===== src/rtl/svseq_pkg.sv =====
`timescale 1ns/1ps
package svseq_pkg;
  localparam int DW = 8;
  localparam int AW = 16;
  localparam int SW = 3;
  localparam int OPW = 3;
  localparam logic [DW-1:0] STACK_PAGE = 8'h01;
  localparam logic [AW-1:0] VEC_NMI = 16'hFFFA;
  localparam logic [AW-1:0] VEC_RST = 16'hFFFC;
  localparam logic [AW-1:0] VEC_IRQ = 16'hFFFE;
  localparam int BIT_N = 7;
  localparam int BIT_B = 4;
  localparam int BIT_I = 2;
  localparam int BIT_Z = 1;

  typedef enum logic [3:0] {
    K_BRK = 4'd0, K_JSR = 4'd1, K_RTS = 4'd2, K_RTI = 4'd3,
    K_PHA = 4'd4, K_PHP = 4'd5, K_PLA = 4'd6, K_PLP = 4'd7,
    K_IRQ = 4'd8, K_NMI = 4'd9, K_RST = 4'd10
  } kind_e;

  typedef enum logic [3:0] {
    S_FETCH0, S_FETCH1, S_FETCH2, S_STKRD,
    S_PUSH_PCH, S_PUSH_PCL, S_PUSH_P, S_PUSH_A,
    S_PULL_P, S_PULL_A, S_PULL_PCL, S_PULL_PCH,
    S_VEC_LO, S_VEC_HI, S_RET_RD
  } act_e;
endpackage


===== src/rtl/svseq_steps.sv =====
`timescale 1ns/1ps
module svseq_steps
  import svseq_pkg::*;
(
  input  kind_e           kind,
  input  logic [SW-1:0]   step,
  output act_e            act,
  output logic            last
);
  always_comb begin
    act  = S_STKRD;
    last = 1'b0;
    if (step == SW'(0)) begin
      act = S_FETCH0;
    end else if (step == SW'(1)) begin
      act = S_FETCH1;
    end else begin
      case (kind)
        K_BRK, K_IRQ, K_NMI: begin
          case (step)
            SW'(2): act = S_PUSH_PCH;
            SW'(3): act = S_PUSH_PCL;
            SW'(4): act = S_PUSH_P;
            SW'(5): act = S_VEC_LO;
            default: begin act = S_VEC_HI; last = 1'b1; end
          endcase
        end
        K_RST: begin
          case (step)
            SW'(5): act = S_VEC_LO;
            SW'(6): begin act = S_VEC_HI; last = 1'b1; end
            default: act = S_STKRD;
          endcase
        end
        K_JSR: begin
          case (step)
            SW'(2): act = S_STKRD;
            SW'(3): act = S_PUSH_PCH;
            SW'(4): act = S_PUSH_PCL;
            default: begin act = S_FETCH2; last = 1'b1; end
          endcase
        end
        K_RTS: begin
          case (step)
            SW'(2): act = S_STKRD;
            SW'(3): act = S_PULL_PCL;
            SW'(4): act = S_PULL_PCH;
            default: begin act = S_RET_RD; last = 1'b1; end
          endcase
        end
        K_RTI: begin
          case (step)
            SW'(2): act = S_STKRD;
            SW'(3): act = S_PULL_P;
            SW'(4): act = S_PULL_PCL;
            default: begin act = S_PULL_PCH; last = 1'b1; end
          endcase
        end
        K_PHA: begin act = S_PUSH_A; last = 1'b1; end
        K_PHP: begin act = S_PUSH_P; last = 1'b1; end
        K_PLA: begin
          if (step == SW'(2)) act = S_STKRD;
          else begin act = S_PULL_A; last = 1'b1; end
        end
        default: begin
          if (step == SW'(2)) act = S_STKRD;
          else begin act = S_PULL_P; last = 1'b1; end
        end
      endcase
    end
  end
endmodule


===== src/rtl/svseq_sp.sv =====
`timescale 1ns/1ps
module svseq_sp
  import svseq_pkg::*;
(
  input  logic          clk,
  input  logic          rst_n,
  input  logic          push,
  input  logic          pull,
  output logic [DW-1:0] sp,
  output logic [DW-1:0] sp_up
);
  assign sp_up = sp + DW'(1);

  always_ff @(posedge clk or negedge rst_n) begin
    if (!rst_n)    sp <= '1;
    else if (push) sp <= sp - DW'(1);
    else if (pull) sp <= sp_up;
  end

  // a push leaves the pointer one lower, a pull one higher
  a_r1_push_dec: assert property (@(posedge clk) disable iff (!rst_n)
    push |=> (sp == $past(sp) - DW'(1)));
  a_r1_pull_inc: assert property (@(posedge clk) disable iff (!rst_n)
    pull |=> (sp == $past(sp) + DW'(1)));
  a_r1_one_dir: assert property (@(posedge clk) disable iff (!rst_n)
    !(push && pull));
endmodule


===== src/rtl/svseq_arb.sv =====
`timescale 1ns/1ps
module svseq_arb
  import svseq_pkg::*;
(
  input  logic           idle,
  input  logic           rst_req,
  input  logic           nmi_pend,
  input  logic           irq_live,
  input  logic           req_valid,
  input  logic [OPW-1:0] req_op,
  output logic           take,
  output kind_e          kind,
  output logic           req_ready
);
  assign req_ready = idle && !rst_req && !nmi_pend && !irq_live;

  always_comb begin
    take = 1'b0;
    kind = K_BRK;
    if (idle) begin
      if (rst_req) begin
        take = 1'b1; kind = K_RST;
      end else if (nmi_pend) begin
        take = 1'b1; kind = K_NMI;
      end else if (irq_live) begin
        take = 1'b1; kind = K_IRQ;
      end else if (req_valid) begin
        take = 1'b1; kind = kind_e'({1'b0, req_op});
      end
    end
  end
endmodule


===== src/rtl/stkvec_seq.sv =====
`timescale 1ns/1ps
module stkvec_seq
  import svseq_pkg::*;
(
  input  logic           clk,
  input  logic           rst_n,
  input  logic           req_valid,
  output logic           req_ready,
  input  logic [OPW-1:0] req_op,
  input  logic [AW-1:0]  pc_in,
  input  logic [DW-1:0]  a_in,
  input  logic [DW-1:0]  p_in,
  input  logic           irq_req,
  input  logic           nmi_req,
  input  logic           rst_req,
  output logic [AW-1:0]  bus_addr,
  output logic [DW-1:0]  bus_wdata,
  input  logic [DW-1:0]  bus_rdata,
  output logic           bus_rd,
  output logic           done,
  output logic [AW-1:0]  pc_out,
  output logic [DW-1:0]  a_out,
  output logic [DW-1:0]  p_out,
  output logic [DW-1:0]  sp_out,
  output logic [SW-1:0]  cycles
);
  logic          busy, done_q, nmi_q, nmi_pend, take, last, push, pull, hw_int;
  logic [SW-1:0] step, cyc_q;
  kind_e         kind, kind_q;
  act_e          act;
  logic [AW-1:0] pc_w, ret_pc, wrd, vec_base;
  logic [DW-1:0] a_w, p_w, sp, sp_up, p_push;

  wire irq_live = irq_req && !p_in[BIT_I];

  svseq_arb u_arb (
    .idle(!busy), .rst_req(rst_req), .nmi_pend(nmi_pend), .irq_live(irq_live),
    .req_valid(req_valid), .req_op(req_op), .take(take), .kind(kind),
    .req_ready(req_ready)
  );

  svseq_steps u_steps (.kind(kind_q), .step(step), .act(act), .last(last));

  assign push = busy && (act == S_PUSH_PCH || act == S_PUSH_PCL ||
                         act == S_PUSH_P   || act == S_PUSH_A);
  assign pull = busy && (act == S_PULL_P   || act == S_PULL_A ||
                         act == S_PULL_PCL || act == S_PULL_PCH);

  svseq_sp u_sp (.clk(clk), .rst_n(rst_n), .push(push), .pull(pull),
                 .sp(sp), .sp_up(sp_up));

  assign hw_int = (kind_q == K_IRQ) || (kind_q == K_NMI);

  always_comb begin
    p_push        = p_w;
    p_push[BIT_B] = !hw_int;
    case (kind_q)
      K_NMI:   vec_base = VEC_NMI;
      K_RST:   vec_base = VEC_RST;
      default: vec_base = VEC_IRQ;
    endcase
  end

  always_comb begin
    bus_addr  = '0;
    bus_wdata = '0;
    bus_rd    = 1'b1;
    if (busy) begin
      case (act)
        S_FETCH0:   bus_addr = pc_w;
        S_FETCH1:   bus_addr = pc_w + AW'(1);
        S_FETCH2:   bus_addr = pc_w + AW'(2);
        S_STKRD:    bus_addr = {STACK_PAGE, sp};
        S_PUSH_PCH: begin bus_addr = {STACK_PAGE, sp}; bus_rd = 1'b0; bus_wdata = ret_pc[AW-1:DW]; end
        S_PUSH_PCL: begin bus_addr = {STACK_PAGE, sp}; bus_rd = 1'b0; bus_wdata = ret_pc[DW-1:0]; end
        S_PUSH_P:   begin bus_addr = {STACK_PAGE, sp}; bus_rd = 1'b0; bus_wdata = p_push; end
        S_PUSH_A:   begin bus_addr = {STACK_PAGE, sp}; bus_rd = 1'b0; bus_wdata = a_w; end
        S_PULL_P, S_PULL_A, S_PULL_PCL, S_PULL_PCH: bus_addr = {STACK_PAGE, sp_up};
        S_VEC_LO:   bus_addr = vec_base;
        S_VEC_HI:   bus_addr = vec_base | AW'(1);
        S_RET_RD:   bus_addr = wrd;
        default:    bus_addr = '0;
      endcase
    end
  end

  always_ff @(posedge clk or negedge rst_n) begin
    if (!rst_n) begin
      busy <= 1'b0; step <= '0; kind_q <= K_BRK; done_q <= 1'b0; cyc_q <= '0;
      nmi_q <= 1'b0; nmi_pend <= 1'b0;
      pc_w <= '0; a_w <= '0; p_w <= '0; ret_pc <= '0; wrd <= '0;
    end else begin
      done_q <= 1'b0;
      nmi_q  <= nmi_req;
      if (nmi_req && !nmi_q)            nmi_pend <= 1'b1;
      else if (take && kind == K_NMI)   nmi_pend <= 1'b0;

      if (take) begin
        busy   <= 1'b1;
        step   <= '0;
        kind_q <= kind;
        pc_w   <= pc_in;
        a_w    <= a_in;
        p_w    <= p_in;
        ret_pc <= pc_in + ((kind == K_BRK || kind == K_JSR) ? AW'(2) : AW'(0));
      end else if (busy) begin
        step <= step + SW'(1);
        case (act)
          S_FETCH1:   wrd[DW-1:0] <= bus_rdata;
          S_FETCH2:   pc_w <= {bus_rdata, wrd[DW-1:0]};
          S_PULL_P:   p_w <= bus_rdata;
          S_PULL_A: begin
            a_w        <= bus_rdata;
            p_w[BIT_N] <= bus_rdata[DW-1];
            p_w[BIT_Z] <= (bus_rdata == '0);
          end
          S_PULL_PCL: wrd[DW-1:0] <= bus_rdata;
          S_PULL_PCH: begin
            wrd[AW-1:DW] <= bus_rdata;
            if (kind_q == K_RTI) pc_w <= {bus_rdata, wrd[DW-1:0]};
          end
          S_RET_RD:   pc_w <= wrd + AW'(1);
          S_VEC_LO: begin
            wrd[DW-1:0] <= bus_rdata;
            p_w[BIT_I]  <= 1'b1;
          end
          S_VEC_HI:   pc_w <= {bus_rdata, wrd[DW-1:0]};
          default: ;
        endcase
        if (last) begin
          busy   <= 1'b0;
          done_q <= 1'b1;
          cyc_q  <= step + SW'(1);
        end
      end
    end
  end

  assign done   = done_q;
  assign pc_out = pc_w;
  assign a_out  = a_w;
  assign p_out  = p_w;
  assign sp_out = sp;
  assign cycles = cyc_q;

  // writes never leave the stack page
  a_r1_write_in_stack: assert property (@(posedge clk) disable iff (!rst_n)
    !bus_rd |-> (bus_addr[AW-1:DW] == STACK_PAGE));
  // vector fetches stay in the top eight bytes of memory
  a_r2_vec_top: assert property (@(posedge clk) disable iff (!rst_n)
    (busy && (act == S_VEC_LO || act == S_VEC_HI)) |-> (bus_addr[AW-1:3] == '1));
  // a masked IRQ with nothing else pending starts nothing
  a_r3_masked_irq: assert property (@(posedge clk) disable iff (!rst_n)
    (!busy && irq_req && p_in[BIT_I] && !rst_req && !nmi_pend && !req_valid) |=> !busy);
  // the reset sequence never writes
  a_r5_reset_no_write: assert property (@(posedge clk) disable iff (!rst_n)
    (busy && kind_q == K_RST) |-> bus_rd);
  // completion is a single-cycle pulse, ready only while idle
  a_r11_done_pulse: assert property (@(posedge clk) disable iff (!rst_n)
    done |=> !done);
  a_r11_ready_idle: assert property (@(posedge clk) disable iff (!rst_n)
    req_ready |-> !busy);
endmodule


===== config.mk =====
export PLATFORM = sky130hd
export DESIGN_NAME = stkvec_seq
export DESIGN_NICKNAME = d
export VERILOG_FILES = /design/src/rtl/svseq_pkg.sv /design/src/rtl/svseq_steps.sv /design/src/rtl/svseq_sp.sv /design/src/rtl/svseq_arb.sv /design/src/rtl/stkvec_seq.sv
export SDC_FILE = /design/constraint.sdc
export NUM_CORES = 1
export LEC_CHECK = 0
export BUFFER_PORTS_ARGS = -buffer_cell sky130_fd_sc_hd__buf_4
export CAP_MARGIN = 10
export CORE_UTILIZATION = 60
export DETAILED_ROUTE_END_ITERATION = 8
export GPL_TIMING_DRIVEN = 1
export HOLD_SLACK_MARGIN = 0.12
export PLACE_DENSITY = 0.85
export SLEW_MARGIN = 20
export SYNTH_ARGS = -nofsm -noshare
export SYNTH_HDL_FRONTEND = slang
export SYNTH_SLANG_ARGS = --single-unit

===== constraint.sdc =====
create_clock -name clk -period 5.63 [get_ports clk]
set_input_delay 0.8445 -clock clk [delete_from_list [all_inputs] [get_ports clk]]
set_output_delay 0.8445 -clock clk [all_outputs]
set_load 0.01 [all_outputs]

---- Yosys cells after proc, flatten, opt, wreduce, memory -nomap -nowiden ----
Cells that the tools add are included.
W data, S select, Z words.
word-level totals
  bits in registers ....................... 86
  input bits .............................. 49
  output and inout bits ................... 70
  logic and storage cells ................. 175
cells by class
  add/subtract/negate cells ............... 7
  equality and inequality tests ........... 32
  muxes and demuxes ....................... 61
  bitwise operators ....................... 1
  reduce and logical (&&, ||, !) cells .... 57
operators with widths
  operator                 count
  $pmux W16 S8             1
  $mux W16                 4
  $mux W8                  8
  $pmux W16 S3             1
  $eq A4 B4 Y1 const B     11
  $mux W4                  9
  $add A16 B1 Y16 const B  2
  $pmux W4 S8              1
  $pmux W8 S4              1
  $eq A4 B3 Y1 const B     7
  $pmux W4 S3              2
  $mux W1                  23
  $add A16 B2 Y16          1
  $add A16 B2 Y16 const B  1
  $eq A4 B2 Y1 const B     4
  $pmux W4 S4              1
  $eq A4 B1 Y1 const B     3
  $logic_not A4 Y1         3
  $reduce_and A3 Y1        4
  $reduce_bool A2 Y1       6
  $reduce_or A3 Y1         4
  $reduce_or A4 Y1         3
  $reduce_and A2 Y1        5
  $eq A3 B3 Y1 const B     3
  23 further kinds         50

---- Depth between registers and ports, before layout ----
  depth after elaboration ................. 12
  mapped depth ............................ 14
  mapped depth without buffers ............ 11

---- Cells and area by module ----
From an unflattened synthesis, not the netlist that was laid out.
second synthesis, totals
  cell total of the unflattened synthesis .. 782
  area, all modules ....................... 6717.7 µm²
by module, submodules not included
  module       instances  cells each  area each (µm²)  sequential area each (µm²)
  stkvec_seq   1          614         5417.7           1951.9
  svseq_steps  1          100         663.1            0.0
  svseq_sp     1          57          554.3            210.2
  svseq_arb    1          11          82.6             0.0

---- Least setup slack after synthesis ----
OpenSTA, ideal clock, no wires.
  kind .................................... flip-flop to output port
  start point ............................. register step[0]
  end point ............................... output port bus_addr[7]
  arrival time ............................ 2.899 ns
  data required time ...................... 4.786 ns
  path slack .............................. 1.887 ns
  cell stages (with the launch flop) ...... 12
  buffers on the path ..................... 1
  cell sequence ........................... dfrtp_1 -> inv_1 -> ha_1 -> clkbuf_2 -> nor2b_1 -> o21a_1 -> or4_4 -> and2_4 -> nor3_4 -> a21oi_2 -> or4_1 -> a31oi_1
between the ends
  cells in the longest elaborated chain, start to end .. 9
  elaborated cells on any way between the ends .. 36
ends and longest elaborated chain
  what                                                                   RTL line                              RTL
  start: declaration                                                     stkvec_seq.sv:28                      logic [SW-1:0] step, cyc_q;
  start signal: assignment                                               stkvec_seq.sv:107                     step <= step + SW'(1);
  $eq A3 B3 Y1 (tied with other cells)                                   svseq_steps.sv:20, svseq_steps.sv:29
  $pmux W4 S4 (tied with other cells)                                    svseq_steps.sv:20                     case (step)
  $pmux W4 S8                                                            svseq_steps.sv:18                     case (kind)
  $mux W4                                                                svseq_steps.sv:15                     end else if (step == SW'(1)) begin
  $mux W4 (*)                                                            svseq_steps.sv:13                     if (step == SW'(0)) begin
  $eq A4 B3 Y1 (tied with other cells)                                   stkvec_seq.sv:69                      case (act)
  $reduce_or A5 Y1 (no line) / $reduce_or A4 Y1 (equally long branches)  -
  $pmux W16 S8 (*)                                                       stkvec_seq.sv:69
  $mux W16 (*)                                                           stkvec_seq.sv:68                      if (busy) begin
  end: declaration                                                       stkvec_seq.sv:16                      output logic [AW-1:0] bus_addr,
Every way passes the cells marked *; elsewhere a longest branch is shown, timed or not.

---- Worst setup path in the final report ----
  start point ............................. register step[0]
  end point ............................... output port bus_addr[0]
The elaborated chain is that of the path after synthesis.

==> flow_results.xml <==
<?xml version="1.0" encoding="UTF-8"?>
<metrics>
  <group name="sta">
    <metric name="grt_setup_unrepaired" unit="">false</metric>
    <metric name="setup-tns-final" unit="ns">0</metric>
    <metric name="final-hold-violation-count" unit="">0</metric>
    <metric name="finalWorstPathRequiredPeriod" unit="ns">5.147</metric>
    <metric name="timing.fmax" unit="GHz">0.1943</metric>
    <metric name="max_slew_vio_count" unit="">0</metric>
    <metric name="final.period_utilization" unit="%">91.42</metric>
    <metric name="worst_clock_skew" unit="ns">0.01515</metric>
    <metric name="finalSetupViolCount" unit="">0</metric>
    <metric name="tightest_slew" unit="ns">1.118</metric>
    <metric name="timing.slew.headroom" unit="%">25.29</metric>
  </group>
  <group name="cts">
    <metric name="clockBufferDepth" unit="">2</metric>
    <metric name="tritoncts" unit="">built</metric>
    <metric name="clk_latency" unit="ns">0.37</metric>
    <metric name="cts-hold-fix-buffers" unit="">0</metric>
    <metric name="postCtsResizedCells" unit="">0</metric>
    <metric name="cts-root-buf" unit="">sky130_fd_sc_hd__clkbuf_8</metric>
    <metric name="h-tree-depth" unit="">3</metric>
    <metric name="numCtsBuffers" unit="">9</metric>
    <metric name="post_cts.repair.setup_buffers" unit="">0</metric>
    <metric name="cts.reportedPaths.clkPinSlew" unit="ns">0.10</metric>
    <metric name="numClockSinks" unit="">86</metric>
  </group>
  <group name="setup_path">
    <metric name="worstSetupEndpointType" unit="">primary output</metric>
    <metric name="worstPathMaxFanout" unit="">21</metric>
    <metric name="wp_data_arrival" unit="ns">4.30</metric>
    <metric name="startpoint_type_of_the_worst_setup_path" unit="">flop</metric>
    <metric name="timing.critical_path.cells" unit="">inv_1 &gt; ha_1 &gt; nor2b_1 &gt; o21a_1 &gt; a311o_1 &gt; o21ai_2 &gt; nand2_2 &gt; inv_1 &gt; ha_1 &gt; a311oi_1 &gt; a21oi_1 &gt; buf_4</metric>
    <metric name="timing.critical_path.slowest_stage_cell" unit="">sky130_fd_sc_hd__o21ai_2</metric>
    <metric name="critPathMaxStageDelay" unit="ns">0.73</metric>
    <metric name="setup.worst_path.class" unit="">reg2out</metric>
    <metric name="crit_required" unit="ns">4.79</metric>
  </group>
  <group name="cells_and_area">
    <metric name="flow.area_growth_from_synthesis" unit="%">16.69</metric>
    <metric name="post_route_cells_drive_above_1_share" unit="%">22.69</metric>
    <metric name="finalInstanceArea" unit="µm²">7506</metric>
    <metric name="num-fill-cells" unit="">782</metric>
    <metric name="utilization" unit="%">72.38</metric>
    <metric name="num_antenna_cells" unit="">0</metric>
    <metric name="num-nets-final" unit="">913</metric>
  </group>
  <group name="detailed_routing">
    <metric name="initialDrtViolationCount" unit="">772</metric>
    <metric name="detailedRoute.firstPassIterationCount" unit="">6</metric>
    <metric name="ant_nets" unit="">0</metric>
    <metric name="via_per_inst" unit="">6.886</metric>
    <metric name="number_of_design_rule_violations_left_after_detail_routing" unit="">0</metric>
    <metric name="vias_after_detailed_routing" unit="">6824</metric>
    <metric name="dr_wl_met3" unit="µm">2393</metric>
    <metric name="detail_route.wirelength" unit="µm">21850</metric>
    <metric name="routed-wl-met2" unit="µm">10210</metric>
    <metric name="dr.max_layer_used" unit="">met4</metric>
    <metric name="wl_met1" unit="µm">8390</metric>
    <metric name="avgRoutedWirePerCell" unit="µm">22.05</metric>
  </group>
  <group name="die">
    <metric name="core-area" unit="µm²">10370</metric>
    <metric name="io-pin-count" unit="">119</metric>
    <metric name="dieArea" unit="µm²">11140</metric>
    <metric name="die_width" unit="µm">105.5</metric>
    <metric name="initial_utilization" unit="%">62.03</metric>
    <metric name="num_rows" unit="">37</metric>
    <metric name="die_h" unit="µm">105.5</metric>
  </group>
  <group name="yosys">
    <metric name="synth-warning-count" unit="">0</metric>
    <metric name="yosys_register_bits" unit="">86</metric>
    <metric name="postSynthNetCount" unit="">825</metric>
    <metric name="number_of_enable_flip_flop_cells_after_synthesis" unit="">0</metric>
    <metric name="synth_top_flop_cell" unit="">sky130_fd_sc_hd__dfrtp_1</metric>
    <metric name="postSynth.asyncResetShare" unit="%">100.0</metric>
    <metric name="ys_seq_area_share" unit="%">33.61</metric>
    <metric name="synthesis.instances" unit="">762</metric>
    <metric name="mappedNetlistArea" unit="µm²">6432</metric>
    <metric name="postSynthAreaPerCell" unit="µm²">8.441</metric>
    <metric name="synth_cell_types" unit="">87</metric>
  </group>
  <group name="outcome">
    <metric name="run_status" unit="">finished, final reports clean</metric>
  </group>
  <group name="power_and_ir_drop">
    <metric name="power.static_leakage" unit="nW">3.166</metric>
    <metric name="power.ir.vdd_worst" unit="mV">0.3563</metric>
    <metric name="p_per_area" unit="nW/µm²">757.2</metric>
    <metric name="totalPowerFinal" unit="W">0.005683</metric>
  </group>
  <group name="placement">
    <metric name="dpl.hpwl" unit="µm">15930</metric>
    <metric name="postPlaceCellArea" unit="µm²">7325</metric>
    <metric name="placement.io_buffers" unit="">118</metric>
    <metric name="routability_driven_placement_congestion_ratio" unit="">0.9384</metric>
  </group>
  <group name="grt">
    <metric name="grt_overflow" unit="">0</metric>
    <metric name="grt_pass1_wl" unit="µm">34440</metric>
    <metric name="number_of_global_route_vias_before_repair" unit="">6585</metric>
    <metric name="maximum_number_of_pins_on_one_net_before_global_route_repair" unit="">78</metric>
    <metric name="grt_antenna_before_repair" unit="">0</metric>
    <metric name="grt_use_total" unit="%">39.65</metric>
  </group>
  <group name="job">
    <metric name="cap_violations" unit="">0</metric>
  </group>
  <group name="hold_path">
    <metric name="timing.hold.worst.class" unit="">in2async</metric>
  </group>
</metrics>
-- metrics by stage --
stage | std cells | setup slack [ns] | hold slack (ns)
after CTS | 991 | 0.6051 | 0.2828
final | 991 | 0.4828 | 0.2765
after detailed placement | 975 | 1.026 | 0.4350
after global routing | 991 | 0.2926 | 0.2740
after global placement | 975 | 1.179 | 0.4092
after floorplan | 762 | 1.887 | 0.3996
-- cell usage after synthesis, drive strengths merged (14+ instances only) --
library cell | count | area [µm²]
nand2 | 113 | 429.2
dfrtp | 78 | 1952
o21ai | 72 | 375.4
nor2 | 55 | 224.0
nand3 | 43 | 215.2
clkbuf | 31 | 117.6
mux2 | 31 | 349.1
a21oi | 28 | 147.6
xnor2 | 23 | 201.4
xor2 | 19 | 166.4
and3 | 17 | 106.4
inv | 17 | 63.81
mux2i | 17 | 170.2
buf | 15 | 98.84
a31oi | 14 | 87.58
ha | 14 | 175.2
-- layout make-up --
type | instances | area, µm² | share of cell area [%]
multi-input combinational | 612 | 4001 | 53.31
sequential | 86 | 2162 | 28.80
timing repair buffer | 123 | 923.4 | 12.30
tap | 136 | 170.2 | 2.267
clock buffer | 10 | 137.6 | 1.834
inverter | 18 | 67.56 | 0.9001
clock inverter | 6 | 43.79 | 0.5834
-- layer usage --
| layer | up-vias | global-route usage [%] |
|---|---|---|
| met5 | - | 0 |
| met4 | 0 | 18.06 |
| met3 | 80 | 9.029 |
| met2 | 463 | 64.24 |
| met1 | 3294 | 50.60 |
| li1 | 2987 | - |
-- cells by family after synthesis --
group                      share of synthesized area [%]
xor gates and xnor gates                           5.719
DFF                                                33.61
adders and majority gates                          2.723
buffers and inverters                              4.415
and+or+nand+nor                                    21.79
AOI/OAI and AO/OA                                  23.67
muxes                                              8.072
-- layout by cell type (no fill, tap or decap), types with 10 or more instances in the layout --
cell	count
sky130_fd_sc_hd__mux2_2	22
sky130_fd_sc_hd__nor2_1	50
sky130_fd_sc_hd__inv_1	17
sky130_fd_sc_hd__a21oi_1	25
sky130_fd_sc_hd__xnor2_1	23
sky130_fd_sc_hd__nand3_1	43
sky130_fd_sc_hd__nor3_1	10
sky130_fd_sc_hd__a31oi_1	14
sky130_fd_sc_hd__and3_1	17
sky130_fd_sc_hd__buf_4	123
sky130_fd_sc_hd__dfrtp_1	78
sky130_fd_sc_hd__xor2_1	19
sky130_fd_sc_hd__nand2_1	111
sky130_fd_sc_hd__o21ai_0	65
sky130_fd_sc_hd__ha_1	14
sky130_fd_sc_hd__clkbuf_8	10
sky130_fd_sc_hd__mux2i_1	17
-- path summary, 6_finish.rpt --
path / from / to / slack [ns] / cells past startpoint
max reg2reg: step[0]$_DFFE_PN0P_ / pc_out[2]$_DFFE_PN0P_ / 1.72 / 10
min reg2reg: nmi_q$_DFF_PN0_ / nmi_pend$_DFFE_PN0P_ / 0.45 / 1
min in group clk: nmi_q$_DFF_PN0_ / nmi_pend$_DFFE_PN0P_ / 0.45 / 1
max: step[0]$_DFFE_PN0P_ / bus_addr[0] / 0.48 / 12
max in group asynchronous: rst_n / wrd[5]$_DFFE_PN0P_ / 4.15 / 2
min: rst_n / cycles[2]$_DFFE_PN0P_ / 0.28 / 1
-- power breakdown --
part           switching [W]  internal (W)
registers           0.000545      0.000949
clock network       0.000248      0.000175
logic                0.00216       0.00161
total                0.00295       0.00273
-- critical path: cells and delay by family, from the launching register on --
kind / cells / cell delay, ns
DFF: 1 / 0.45
adders and majority gates: 2 / 0.57
buffers and inverters: 3 / 0.75
and+or+nand+nor: 2 / 0.57
AOI/OAI and AO/OA: 5 / 1.58
-- registers in the layout (all words and copies together), names as in the netlist --
name / flops
a_out: 8
step: 3
done: 1
wrd: 16
nmi_q: 1
pc_out: 16
ret_pc: 16
busy: 1
cycles: 3
p_out: 8
kind_q: 4
nmi_pend: 1
u_sp.sp: 8
(Power assumes the default switching activity.)
